`config.mk`:
```
export PLATFORM = sky130hd
export DESIGN_NAME = uart_irq_hub
export DESIGN_NICKNAME = d
export VERILOG_FILES = /design/src/rtl/uart_hub_pkg.sv /design/src/rtl/uart_hub_addr_dec.sv /design/src/rtl/uart_hub_mask_reg.sv /design/src/rtl/uart_hub_rd_mux.sv /design/src/rtl/uart_irq_hub.sv
export SDC_FILE = /design/constraint.sdc
export NUM_CORES = 1
export LEC_CHECK = 0
export ABC_AREA = 1
export BUFFER_PORTS_ARGS = -buffer_cell sky130_fd_sc_hd__buf_2
export CAP_MARGIN = 5
export CORE_UTILIZATION = 30
export DETAILED_ROUTE_END_ITERATION = 6
export HOLD_SLACK_MARGIN = 0.02
export PLACE_DENSITY = 0.67
export SETUP_SLACK_MARGIN = 0.15
export SLEW_MARGIN = 20
export SYNTH_ARGS = -nofsm -noshare
export SYNTH_HDL_FRONTEND = slang
export SYNTH_SLANG_ARGS = --single-unit
```
`constraint.sdc`:
```
create_clock -name clk -period 1.2 [get_ports clk]
set_input_delay 0.06 -clock clk [delete_from_list [all_inputs] [get_ports clk]]
set_output_delay 0.06 -clock clk [all_outputs]
set_load 0.05 [all_outputs]
```
`src/rtl/uart_hub_pkg.sv`:
```
// Package: shared constants and types for the UART interrupt hub.
// Assumes 32-bit global registers on a byte-addressed bus.
package uart_hub_pkg;

    localparam int DATA_W = 32;

    // Byte offsets of the global registers
    localparam int OFS_IDENT = 'h00;
    localparam int OFS_COUNT = 'h04;
    localparam int OFS_STAT  = 'h08;
    localparam int OFS_IEN   = 'h0C;
    localparam int OFS_IDIS  = 'h10;
    localparam int OFS_WEN   = 'h14;
    localparam int OFS_WDIS  = 'h18;

    // Global register selected by the current address
    typedef enum logic [2:0] {
        G_IDENT,
        G_COUNT,
        G_STAT,
        G_IEN,
        G_IDIS,
        G_WEN,
        G_WDIS,
        G_NONE
    } gsel_e;

endpackage

```
`src/rtl/uart_hub_addr_dec.sv`:
```
// Address decoder: maps a byte address to a global register or to one
// channel's byte-register window. Assumes ADDR_W <= 32 and that all
// windows fit in the address space.
module uart_hub_addr_dec
    import uart_hub_pkg::*;
#(
    parameter int ADDR_W    = 16,
    parameter int NUM_CH    = 16,
    parameter int ACTIVE_CH = 8,
    parameter int CH_BASE   = 'h1000,
    parameter int CH_STRIDE = 'h200,
    parameter int CH_REGS   = 8,
    parameter int CH_OFF_W  = 3
) (
    input  logic                bus_sel,
    input  logic [ADDR_W-1:0]   bus_addr,
    output gsel_e               gsel,
    output logic [NUM_CH-1:0]   ch_sel,
    output logic [CH_OFF_W-1:0] ch_off
);

    localparam logic [31:0] BASE32 = 32'(CH_BASE);

    logic [31:0] addr32;

    assign addr32 = 32'(bus_addr);
    assign ch_off = bus_addr[CH_OFF_W-1:0];

    // Global register select: word-aligned hits inside the global area only
    always_comb begin
        gsel = G_NONE;
        if (addr32 < BASE32) begin
            case (addr32)
                32'(OFS_IDENT): gsel = G_IDENT;
                32'(OFS_COUNT): gsel = G_COUNT;
                32'(OFS_STAT):  gsel = G_STAT;
                32'(OFS_IEN):   gsel = G_IEN;
                32'(OFS_IDIS):  gsel = G_IDIS;
                32'(OFS_WEN):   gsel = G_WEN;
                32'(OFS_WDIS):  gsel = G_WDIS;
                default:        gsel = G_NONE;
            endcase
        end
    end

    // One comparator pair per channel window; channels above the count never select
    for (genvar i = 0; i < NUM_CH; i++) begin : g_win
        localparam logic [31:0] LO = 32'(CH_BASE + CH_STRIDE * i);
        localparam logic [31:0] HI = 32'(CH_BASE + CH_STRIDE * i + CH_REGS);
        if (i < ACTIVE_CH) begin : g_live
            assign ch_sel[i] = bus_sel && (addr32 >= LO) && (addr32 < HI);
        end else begin : g_dead
            assign ch_sel[i] = 1'b0;
        end
    end

endmodule

```
`src/rtl/uart_hub_mask_reg.sv`:
```
// Mask register changed only through write-one-to-set and
// write-one-to-clear strobes. Assumes set and clear never arrive together
// (they come from different addresses); set wins if they do.
module uart_hub_mask_reg #(
    parameter int W = 16
) (
    input  logic         clk,
    input  logic         rst_n,
    input  logic         set_we,
    input  logic         clr_we,
    input  logic [W-1:0] wdata,
    input  logic [W-1:0] allow,
    output logic [W-1:0] mask
);

    // Hold, set or clear the mask bits selected by the write data
    always_ff @(posedge clk) begin
        if (!rst_n) begin
            mask <= '0;
        end else if (set_we) begin
            mask <= mask | (wdata & allow);
        end else if (clr_we) begin
            mask <= mask & ~wdata;
        end
    end

endmodule

```
`src/rtl/uart_hub_rd_mux.sv`:
```
// Read multiplexer for the global window. Clear-address reads and
// unmapped addresses return zero. Assumes NUM_CH < 32.
module uart_hub_rd_mux
    import uart_hub_pkg::*;
#(
    parameter int NUM_CH = 16
) (
    input  gsel_e              gsel,
    input  logic [DATA_W-1:0]  ident,
    input  logic [DATA_W-1:0]  count,
    input  logic [NUM_CH-1:0]  status,
    input  logic [NUM_CH-1:0]  int_mask,
    input  logic [NUM_CH-1:0]  wake_mask,
    output logic [DATA_W-1:0]  rdata
);

    // Select the word for the addressed global register
    always_comb begin
        case (gsel)
            G_IDENT: rdata = ident;
            G_COUNT: rdata = count;
            G_STAT:  rdata = DATA_W'(status);
            G_IEN:   rdata = DATA_W'(int_mask);
            G_WEN:   rdata = DATA_W'(wake_mask);
            default: rdata = '0;
        endcase
    end

endmodule

```
`src/rtl/uart_irq_hub.sv`:
```
// Top: global control window of a multi-channel UART bank. Collects the
// channel request lines, applies interrupt and wake masks, drives the
// combined registered outputs and decodes the channel windows.
// Assumes NUM_CH <= 16 and ACTIVE_CH <= NUM_CH.
module uart_irq_hub
    import uart_hub_pkg::*;
#(
    parameter int          ADDR_W    = 16,
    parameter int          NUM_CH    = 16,
    parameter int          ACTIVE_CH = 8,
    parameter int          CH_BASE   = 'h1000,
    parameter int          CH_STRIDE = 'h200,
    parameter int          CH_REGS   = 8,
    parameter int          CH_OFF_W  = $clog2(CH_REGS),
    parameter logic [31:0] IDENT     = 32'h0700_0001
) (
    input  logic                clk,
    input  logic                rst_n,
    input  logic                bus_sel,
    input  logic                bus_we,
    input  logic [ADDR_W-1:0]   bus_addr,
    input  logic [31:0]         bus_wdata,
    output logic [31:0]         bus_rdata,
    input  logic [NUM_CH-1:0]   ch_req,
    output logic [NUM_CH-1:0]   ch_sel,
    output logic [CH_OFF_W-1:0] ch_off,
    output logic                irq_o,
    output logic                wake_o
);

    localparam logic [DATA_W-1:0] COUNT_WORD = DATA_W'(5'(ACTIVE_CH));

    gsel_e             gsel;
    logic              wr;
    logic [NUM_CH-1:0] act_bits;
    logic [NUM_CH-1:0] status;
    logic [NUM_CH-1:0] int_mask;
    logic [NUM_CH-1:0] wake_mask;

    // Channels that exist in this configuration
    for (genvar i = 0; i < NUM_CH; i++) begin : g_act
        assign act_bits[i] = (i < ACTIVE_CH);
    end

    assign wr     = bus_sel && bus_we;
    assign status = ch_req & act_bits;

    uart_hub_addr_dec #(
        .ADDR_W    (ADDR_W),
        .NUM_CH    (NUM_CH),
        .ACTIVE_CH (ACTIVE_CH),
        .CH_BASE   (CH_BASE),
        .CH_STRIDE (CH_STRIDE),
        .CH_REGS   (CH_REGS),
        .CH_OFF_W  (CH_OFF_W)
    ) u_dec (
        .bus_sel  (bus_sel),
        .bus_addr (bus_addr),
        .gsel     (gsel),
        .ch_sel   (ch_sel),
        .ch_off   (ch_off)
    );

    uart_hub_mask_reg #(.W(NUM_CH)) u_int_mask (
        .clk    (clk),
        .rst_n  (rst_n),
        .set_we (wr && gsel == G_IEN),
        .clr_we (wr && gsel == G_IDIS),
        .wdata  (bus_wdata[NUM_CH-1:0]),
        .allow  (act_bits),
        .mask   (int_mask)
    );

    uart_hub_mask_reg #(.W(NUM_CH)) u_wake_mask (
        .clk    (clk),
        .rst_n  (rst_n),
        .set_we (wr && gsel == G_WEN),
        .clr_we (wr && gsel == G_WDIS),
        .wdata  (bus_wdata[NUM_CH-1:0]),
        .allow  (act_bits),
        .mask   (wake_mask)
    );

    uart_hub_rd_mux #(.NUM_CH(NUM_CH)) u_rd (
        .gsel      (gsel),
        .ident     (IDENT),
        .count     (COUNT_WORD),
        .status    (status),
        .int_mask  (int_mask),
        .wake_mask (wake_mask),
        .rdata     (bus_rdata)
    );

    // Register the combined masked interrupt and wake requests
    always_ff @(posedge clk) begin
        if (!rst_n) begin
            irq_o  <= 1'b0;
            wake_o <= 1'b0;
        end else begin
            irq_o  <= |(status & int_mask);
            wake_o <= |(status & wake_mask);
        end
    end

endmodule

```
Word level (Yosys, flattened, before mapping). Cells that the tools add are included.

Reductions and logical operators: 27. Eq/ne operators: 12. Bitwise logic cells: 7. Magnitude comparators: 17. Mux-type cells: 7.

Operator list (count): $lt A16 B13 Y1 const B (9); $pmux W27 S5 (1); $ge A16 B13 Y1 const B (8); $mux W16 (4); $eq A16 B5 Y1 const B (3); $and A16 B16 Y16 (2); $and A8 B16 Y16 (2); $eq A16 B4 Y1 const B (2); $logic_not A32 Y1 (1); $or A16 B8 Y16 (2); $reduce_or A16 Y1 (2); $logic_and A1 B1 Y1 (21); $pmux W3 S7 (1); $eq A16 B3 Y1 const B (1); $not A16 Y16 (1); $eq A3 B3 Y1 const B (3); $eq A3 B2 Y1 const B (2); $reduce_bool A2 Y1 (2); $eq A3 B1 Y1 const B (1); $logic_not A3 Y1 (1); $mux W3 (1).

Logic and storage cells: 74. Register bits after elaboration: 34.

Depth between registers and ports, before layout. Gate-level depths: netlist (run 1).

Word-level depth: 7. Gate-level depth with buffers: 10.

Hierarchy. A second synthesis (run 1) with hierarchy kept.

Cell total of the unflattened synthesis: 598. Area, all modules: 3342.0 µm².

Modules (own cells, without submodules): uart_hub_mask_reg (sequential area each 320.3 µm², area an instance 758.2 µm², instances 2, cells an instance 120); uart_hub_rd_mux (sequential area each 0.0 µm², area an instance 1092.3 µm², instances 1, cells an instance 220); uart_hub_addr_dec (sequential area each 0.0 µm², area an instance 526.8 µm², instances 1, cells an instance 95); uart_irq_hub (sequential area each 40.0 µm², area an instance 206.4 µm², instances 1, cells an instance 43).

Worst setup path before layout (run 1). Ideal clock, no wire load.

Path kind: input to output. Start: in bus_addr[14]. End: out ch_sel[2]. Arrival: 2.282 ns. Stages on the path: 6. Path buffers: 0. Setup slack: -1.142 ns. Data required time: 1.140 ns. Path through: nor2_1 > inv_1 > nor2_1 > nand2_1 > or2_1 > nor4_1.

Longest elaborated chain between the ends: 3. Elaborated cells on any way between the ends: 4.

RTL lines: start: declaration (line uart_irq_hub.sv:21) `input logic [ADDR_W-1:0] bus_addr,`; $ge A16 B13 Y1 (line uart_hub_addr_dec.sv:51) `assign ch_sel[i] = bus_sel && (addr32 >= LO) && (addr32 < HI);`; $logic_and A1 B1 Y1 (line uart_hub_addr_dec.sv:51); $logic_and A1 B1 Y1 (*) (line uart_hub_addr_dec.sv:51); end: declaration (line uart_irq_hub.sv:25) `output logic [NUM_CH-1:0] ch_sel,`.

Every way passes the cells marked *; elsewhere a longest branch is shown, timed or not.

Worst setup path after layout (run 1).
Start: in bus_addr[15]. End: out bus_rdata[8].

Longest elaborated chain between the ends: 5. Elaborated cells on any way between the ends: 16.

RTL lines: branches (longest 2 deep; another with $lt A16 B13 Y1); $mux W3 (*) (line uart_hub_addr_dec.sv:32) `if (addr32 < BASE32) begin`; $eq A3 B3 Y1, or another cell as far along (line uart_hub_rd_mux.sv:19) `case (gsel)`; $pmux W27 S5 (*) (line uart_hub_rd_mux.sv:19); end: declaration (line uart_irq_hub.sv:23) `output logic [31:0] bus_rdata,`.

Mark *: on every way between the ends.

==> qor.yml, run 1 <==
clock_latency_ns: 0.29
antenna_left: 0
cts_root_buffer: "clkbuf_8"
layout_setup_ws_ns: -0.253
timing_worst_setup_path_type: "in -> out"
critical_path.top_delay_family: "buffers and inverters"
tritoncts.num_buffers: 5
first_global_vias: 2817
max_capacitance_violation_count: 0
num_antenna_cells: 0
drv_slew: 0
ff_latch_area_um2: 681
report.final.hold_viol_count: 0
filler_cell_count: 717
cts_max_path_buffers: 2
synth-warning-count: 0
finalCritPeriodShare_pct: 121
cts_tree: "yes"
post_drt_via_cell_ratio: 4.86
worstSetupEndpointType: "output pin"
p_leak_uw: 0.00185
gp_congestion: 0.895
portBuffers: 75
initial_core_util_pct: 31.4
detailedRoute.firstPassIterationCount: 4
final-setup-viol-count: 43
final_layout_size_suffix_gt1_share_pct: 47.0
cp-start-kind: "input port"
global_route_wire_length_before_repair_um: 12900
syn-cell-area_um2: 2470
p_per_area_nw_per_um2: 627
synth_cell_types: 33
critical_path_required_ns: 1.14
finClkSkew_ns: 0.00811
grt_util_all_layers_pct: 18.5
timing.final.crit_period_ns: 1.45
placementRows: 32
remaining_design_rule_violation_count: 0
timing.critical_path.slowest_cell_delay_ns: 0.16
ys_seq_elements: 34
synth-seq-area-share_pct: 27.6
vias_after_detailed_routing: 2964
netlist_instances: 386
antenna_found_initial: 0
power.ir.vdd_worst_mv: 0.455
design.portCount: 121
run_status: "complete, but fails checks"
die_height_um: 92.7
pin_count_of_the_biggest_net_entering_global_routing: 35
numClockSinks: 34
placedInstanceArea_um2: 3510
yosys_most_used_dff: "dfxtp_1"
htreeDepth: 2
rsz_0062_raised_after_global_routing: "true"
fp.coreArea_um2: 7850
detailed_place_hpwl_um: 5740
crit_slowest_cell: "nor2_8"
layout.cell_area.non_filler_um2: 4270
synth-edff-count: 0
crit_path_frequent_cell: "buf_6"
grt_overflow: 0
flow.area_growth_from_synthesis_pct: 73.0
hold-worst-slack_ns: 0.0572
crit_chain: "buf_6 > nor2_4 > nand2_4 > nor2_8 > buf_6 > buf_6 > nand2_4 > nand2_4 > nor2_4 > nand3_4 > buf_12 > a21boi_4 > buf_6"
final_nets: 575
worst_hold_check_path_type: "in -> reg"
synth_async_sr_flop_share_pct: 0
die_area_um2: 8590
chipWidth_um: 92.7
violations: "negative setup slack"
cp_data_arrival_time_ns: 1.39
multi_input_comb_area_um2: 2040
drt_wl_total_um: 7890
route.detailed.wl_per_inst_um: 12.9
synth_area_per_cell_um2: 6.39
timing.critical_path.buf_inv: 5
clk_pin_slew_worst_paths_ns: 0.08
max_freq_mhz: 688
drt_iter0_markers: 113
timing.critical_path.fanout_max: 8
## placed cells by master (no fill, tap or decap), types with 2 or more instances in the layout
cell type  instances
a21boi_4           8
a21oi_1           35
a221oi_1           3
a22o_1             2
buf_12             4
buf_2             35
buf_4             41
buf_6             38
buf_8              9
clkbuf_8           8
clkinv_1           2
clkinv_4           2
conb_1            21
dfxtp_1           34
inv_1             24
inv_2              4
inv_4              5
nand2_1          101
nand2_2           16
nand2_4            8
nand2_8            2
nand3_1           16
nand3_2           10
nand3_4           13
nand4_1           21
nor2_1             8
nor2_2             3
nor2_4            18
nor3_4             2
## repair_timing
item | in CTS | in global routing
hold buffers | 0 | 0
endpoints found under the setup margin | 59 | 59
setup buffers | 8 | 5
gates resized for setup | 109 | 38
pin swaps | 19 | 23
gates cloned | 1 | 1
## cell type report
| type | instances | share of cell area (%) |
|---|---|---|
| Timing Repair Buffer | 127 | 26.4 |
| Tap cell | 102 | 2.99 |
| Sequential cell | 34 | 16.0 |
| Clock buffer | 8 | 2.58 |
| Inverter | 39 | 4.17 |
| Multi-Input combinational cell | 300 | 47.9 |
## where the power goes
group	total [uW]	leakage, uW	internal [uW]	switching, uW
registers	1130	0.000274	1130	0.00132
logic	545	0.00152	172	372
clock network	1000	0.0000575	580	424
total	2680	0.00185	1880	797
## worst min-delay path, stage by stage
cell	delay, ns
buf_2	0.12
nand2_1	0.06
a21oi_1	0.06
## kinds of logic (layout without fill, tap and decap cells)
logic type | count (synthesis) | count (layout) | synth area share, %
AOI/OAI and AO/OA | 54 | 54 | 12.7
buffers and inverters | 73 | 174 | 15.8
DFF | 34 | 34 | 27.6
other | 1 | 21 | 0.152
and+or+nand+nor | 224 | 225 | 43.7
## cell usage after synthesis (3+ instances only)
master | number | area, um2
buf_4 | 26 | 195
nand2_1 | 122 | 458
nor2_2 | 4 | 25.0
a21boi_1 | 8 | 60.1
nand3_4 | 3 | 52.6
clkinv_1 | 3 | 11.3
nor2_1 | 23 | 86.3
clkbuf_1 | 4 | 15.0
nor3_1 | 3 | 15.0
nand3_1 | 32 | 160
inv_1 | 31 | 116
nand4_1 | 21 | 131
inv_2 | 5 | 18.8
nand3_2 | 4 | 40.0
a221oi_1 | 3 | 26.3
a21oi_1 | 37 | 185
dfxtp_1 | 34 | 681
## metal layers
layer  GRT usage [%]  up-vias  wire length [um]
met5               0        -                 0
li1                -     1471                 -
met3            2.63        7               446
met2            32.5       97              4060
met4            5.38        0                92
met1            23.5     1389              3290
## through the flow
| step | std cells | TNS (ns) | worst slack (ns) | utilization, % | power [uW] |
|---|---|---|---|---|---|
| finish | 610 | -4.98 | -0.253 | 54.4 | 2680 |
| global route | 610 | -9.38 | -0.325 | 54.4 | 2770 |
| CTS | 604 | -4.64 | -0.253 | 52.0 | 2660 |
| detailed placement | 587 | -16.67 | -0.473 | 44.7 | 1620 |
| global placement | 587 | -14.75 | -0.405 | 44.7 | 1620 |
| floorplan | 406 | -3.03 | -0.256 | - | 1490 |
## worst paths after layout
| check | slack [ns] | startpoint | to | cells after the start |
|---|---|---|---|---|
| worst max-delay path | -0.25 | bus_addr[15] | bus_rdata[8] | 13 |
| worst min-delay path | 0.06 | bus_wdata[5] | flop | 3 |
| worst max register to register | 0.27 | flop | wake_o$_SDFF_PN0_ | 3 |
| worst min register to register | 0.48 | u_wake_mask.mask[11]$_SDFFE_PN0P_ | u_wake_mask.mask[11]$_SDFFE_PN0P_ | 2 |
Power figures use the tool's default switching activity.
==> inputs of run 2 (changes only) <==
- CORE_ASPECT_RATIO: unset -> 0.7
==> qor.yml, run 2 (synthesized netlist as in run 1, its figures left out) <==
run_status: "complete, but fails checks"
violations: "negative setup slack"
top_usage_layer: "met2"
antenna_found_initial: 0
drt_iter0_markers: 260
placementRows: 27
flow.area_growth_from_synthesis_pct: 77.9
post-route-util_pct: 55.5
report.final.hold_viol_count: 0
timing_worst_setup_path_type: "in -> out"
htreeDepth: 2
final_layout_size_suffix_gt1_share_pct: 48.8
ff_latch_area_um2: 681
initial_core_util_pct: 31.2
die_height_um: 77.9
routing_usage_on_met3_pct: 3.78
cts_root_buffer: "clkbuf_16"
detailed_place_hpwl_um: 5780
timing.final.crit_period_ns: 1.47
num_antenna_cells: 0
finalCritPeriodShare_pct: 122
route.detailed.wl_per_inst_um: 14.4
final_nets: 578
critical_path.reg2reg.endpoint: "irq_o$_SDFF_PN0_"
tritoncts.num_buffers: 5
antenna_left: 0
worst_r2r_path_depth: 4
drt_wl_total_um: 8770
numClockSinks: 34
critical_path_required_ns: 1.14
finClkSkew_ns: 0.00720
layout.cell_area.non_filler_um2: 4390
grt.met1_usage_pct: 26.4
cts_tree: "yes"
p_per_area_nw_per_um2: 720
grt_overflow: 0
drv_slew: 0
cp-start-kind: "input port"
post_drt_via_cell_ratio: 5.04
rsz_0062_raised_after_global_routing: "true"
detailedRoute.firstPassIterationCount: 5
filler_cell_count: 673
die_area_um2: 8590
power.ir.vdd_worst_mv: 0.474
multi_input_comb_area_um2: 2070
worst-r2r-setup-slack_ns: 0.29
total_power_uw: 3160
holdCritStartpoint: "bus_wdata[1]"
fp.coreArea_um2: 7910
global_route_wire_length_before_repair_um: 13300
clock_latency_ns: 0.28
first_global_vias: 2847
cts_max_path_buffers: 2
final-setup-viol-count: 43
max_freq_mhz: 680
chipWidth_um: 110
max_capacitance_violation_count: 0
vias_after_detailed_routing: 3081
gp_congestion: 0.887
design.portCount: 121
remaining_design_rule_violation_count: 0
p_leak_uw: 0.00192
layout.cells.most_common_list: "99 x nand2_1, 41 x buf_6, 37 x buf_2, 37 x buf_4, 34 x dfxtp_1"
clk_pin_slew_worst_paths_ns: 0.05
dpl_worst_slack_ns: -0.435
placedInstanceArea_um2: 3510
pin_count_of_the_biggest_net_entering_global_routing: 35
cp_data_arrival_time_ns: 1.41
hold-path-cell-count: 3
number_of_buffers_inserted_for_hold_repair_after_clock_tree_synthesis: 0
worst_hold_check_path_type: "in -> reg"
portBuffers: 75
globalRouteMet2Util_pct: 31.1
timing.critical_path.fanout_max: 7
layout_setup_ws_ns: -0.270
grt_util_all_layers_pct: 19.7
layout_commonest_cell: "nand2_1"
worstSetupEndpointType: "output pin"
[run 2: cell types whose count changed in the layout (fill, tap and decap cells not counted), moves of 4 or more]
cell       before  now
a21oi_1        35   31
a21oi_2         1    5
buf_4          41   37
clkbuf_16       0    5
clkbuf_8        8    1
inv_2           4    8
[run 2: per-stage QoR]
stage          hold slack, ns  instances  setup TNS [ns]
5_1_grt                0.0812        611           -8.53
4_1_cts                0.0683        608           -4.38
3_3_place_gp            0.348        587          -13.38
6_report               0.0742        611           -5.80
3_5_place_dp            0.354        587          -15.62
2_1_floorplan           0.203        406           -3.03
[run 2: per-layer routing]
metal	routed length [um]	part of all wire, %
met3	724	8.3
met1	3770	43
met4	169	1.9
met2	4110	47
met5	0	0
[run 2: timing repair]
action,in CTS,in global routing
gates cloned,1,0
setup endpoints to repair,59,59
pin swaps,16,17
buffers inserted,13,3
gates resized for setup,115,39
[run 2: cell type report]
cell class,instances,area share (%)
Clock buffer,6,3.17
Clock inverter,1,0.684
Inverter,39,3.88
Multi-Input combinational cell,300,47.1
Sequential cell,34,15.5
Tap cell,101,2.88
Timing Repair Buffer,130,26.8
[run 2: report_power, final]
part / internal [uW] / total (uW) / switching [uW]
logic: 169 / 551 / 383
clock network: 1020 / 1480 / 454
registers: 1130 / 1130 / 0.00156
[run 2: how the worst max path moves through the flow]
stage,start,endpoint,cells past startpoint
after floorplan,bus_addr[8],bus_rdata[10],8
after global placement,bus_addr[14],bus_rdata[3],10
after detailed placement,bus_addr[8],bus_rdata[3],9
after CTS,bus_addr[14],bus_rdata[3],9
after global routing,bus_addr[4],bus_rdata[14],11
final,bus_addr[14],bus_rdata[13],11
[run 2: worst max-delay path: stages]
cell      delay, ns
buf_6          0.10
nor2_4         0.12
nand2_4        0.10
nor2_8         0.17
nand3_2        0.11
buf_6          0.16
buf_4          0.15
nand2_1        0.05
nand2_1        0.08
a21boi_4       0.15
buf_6          0.15
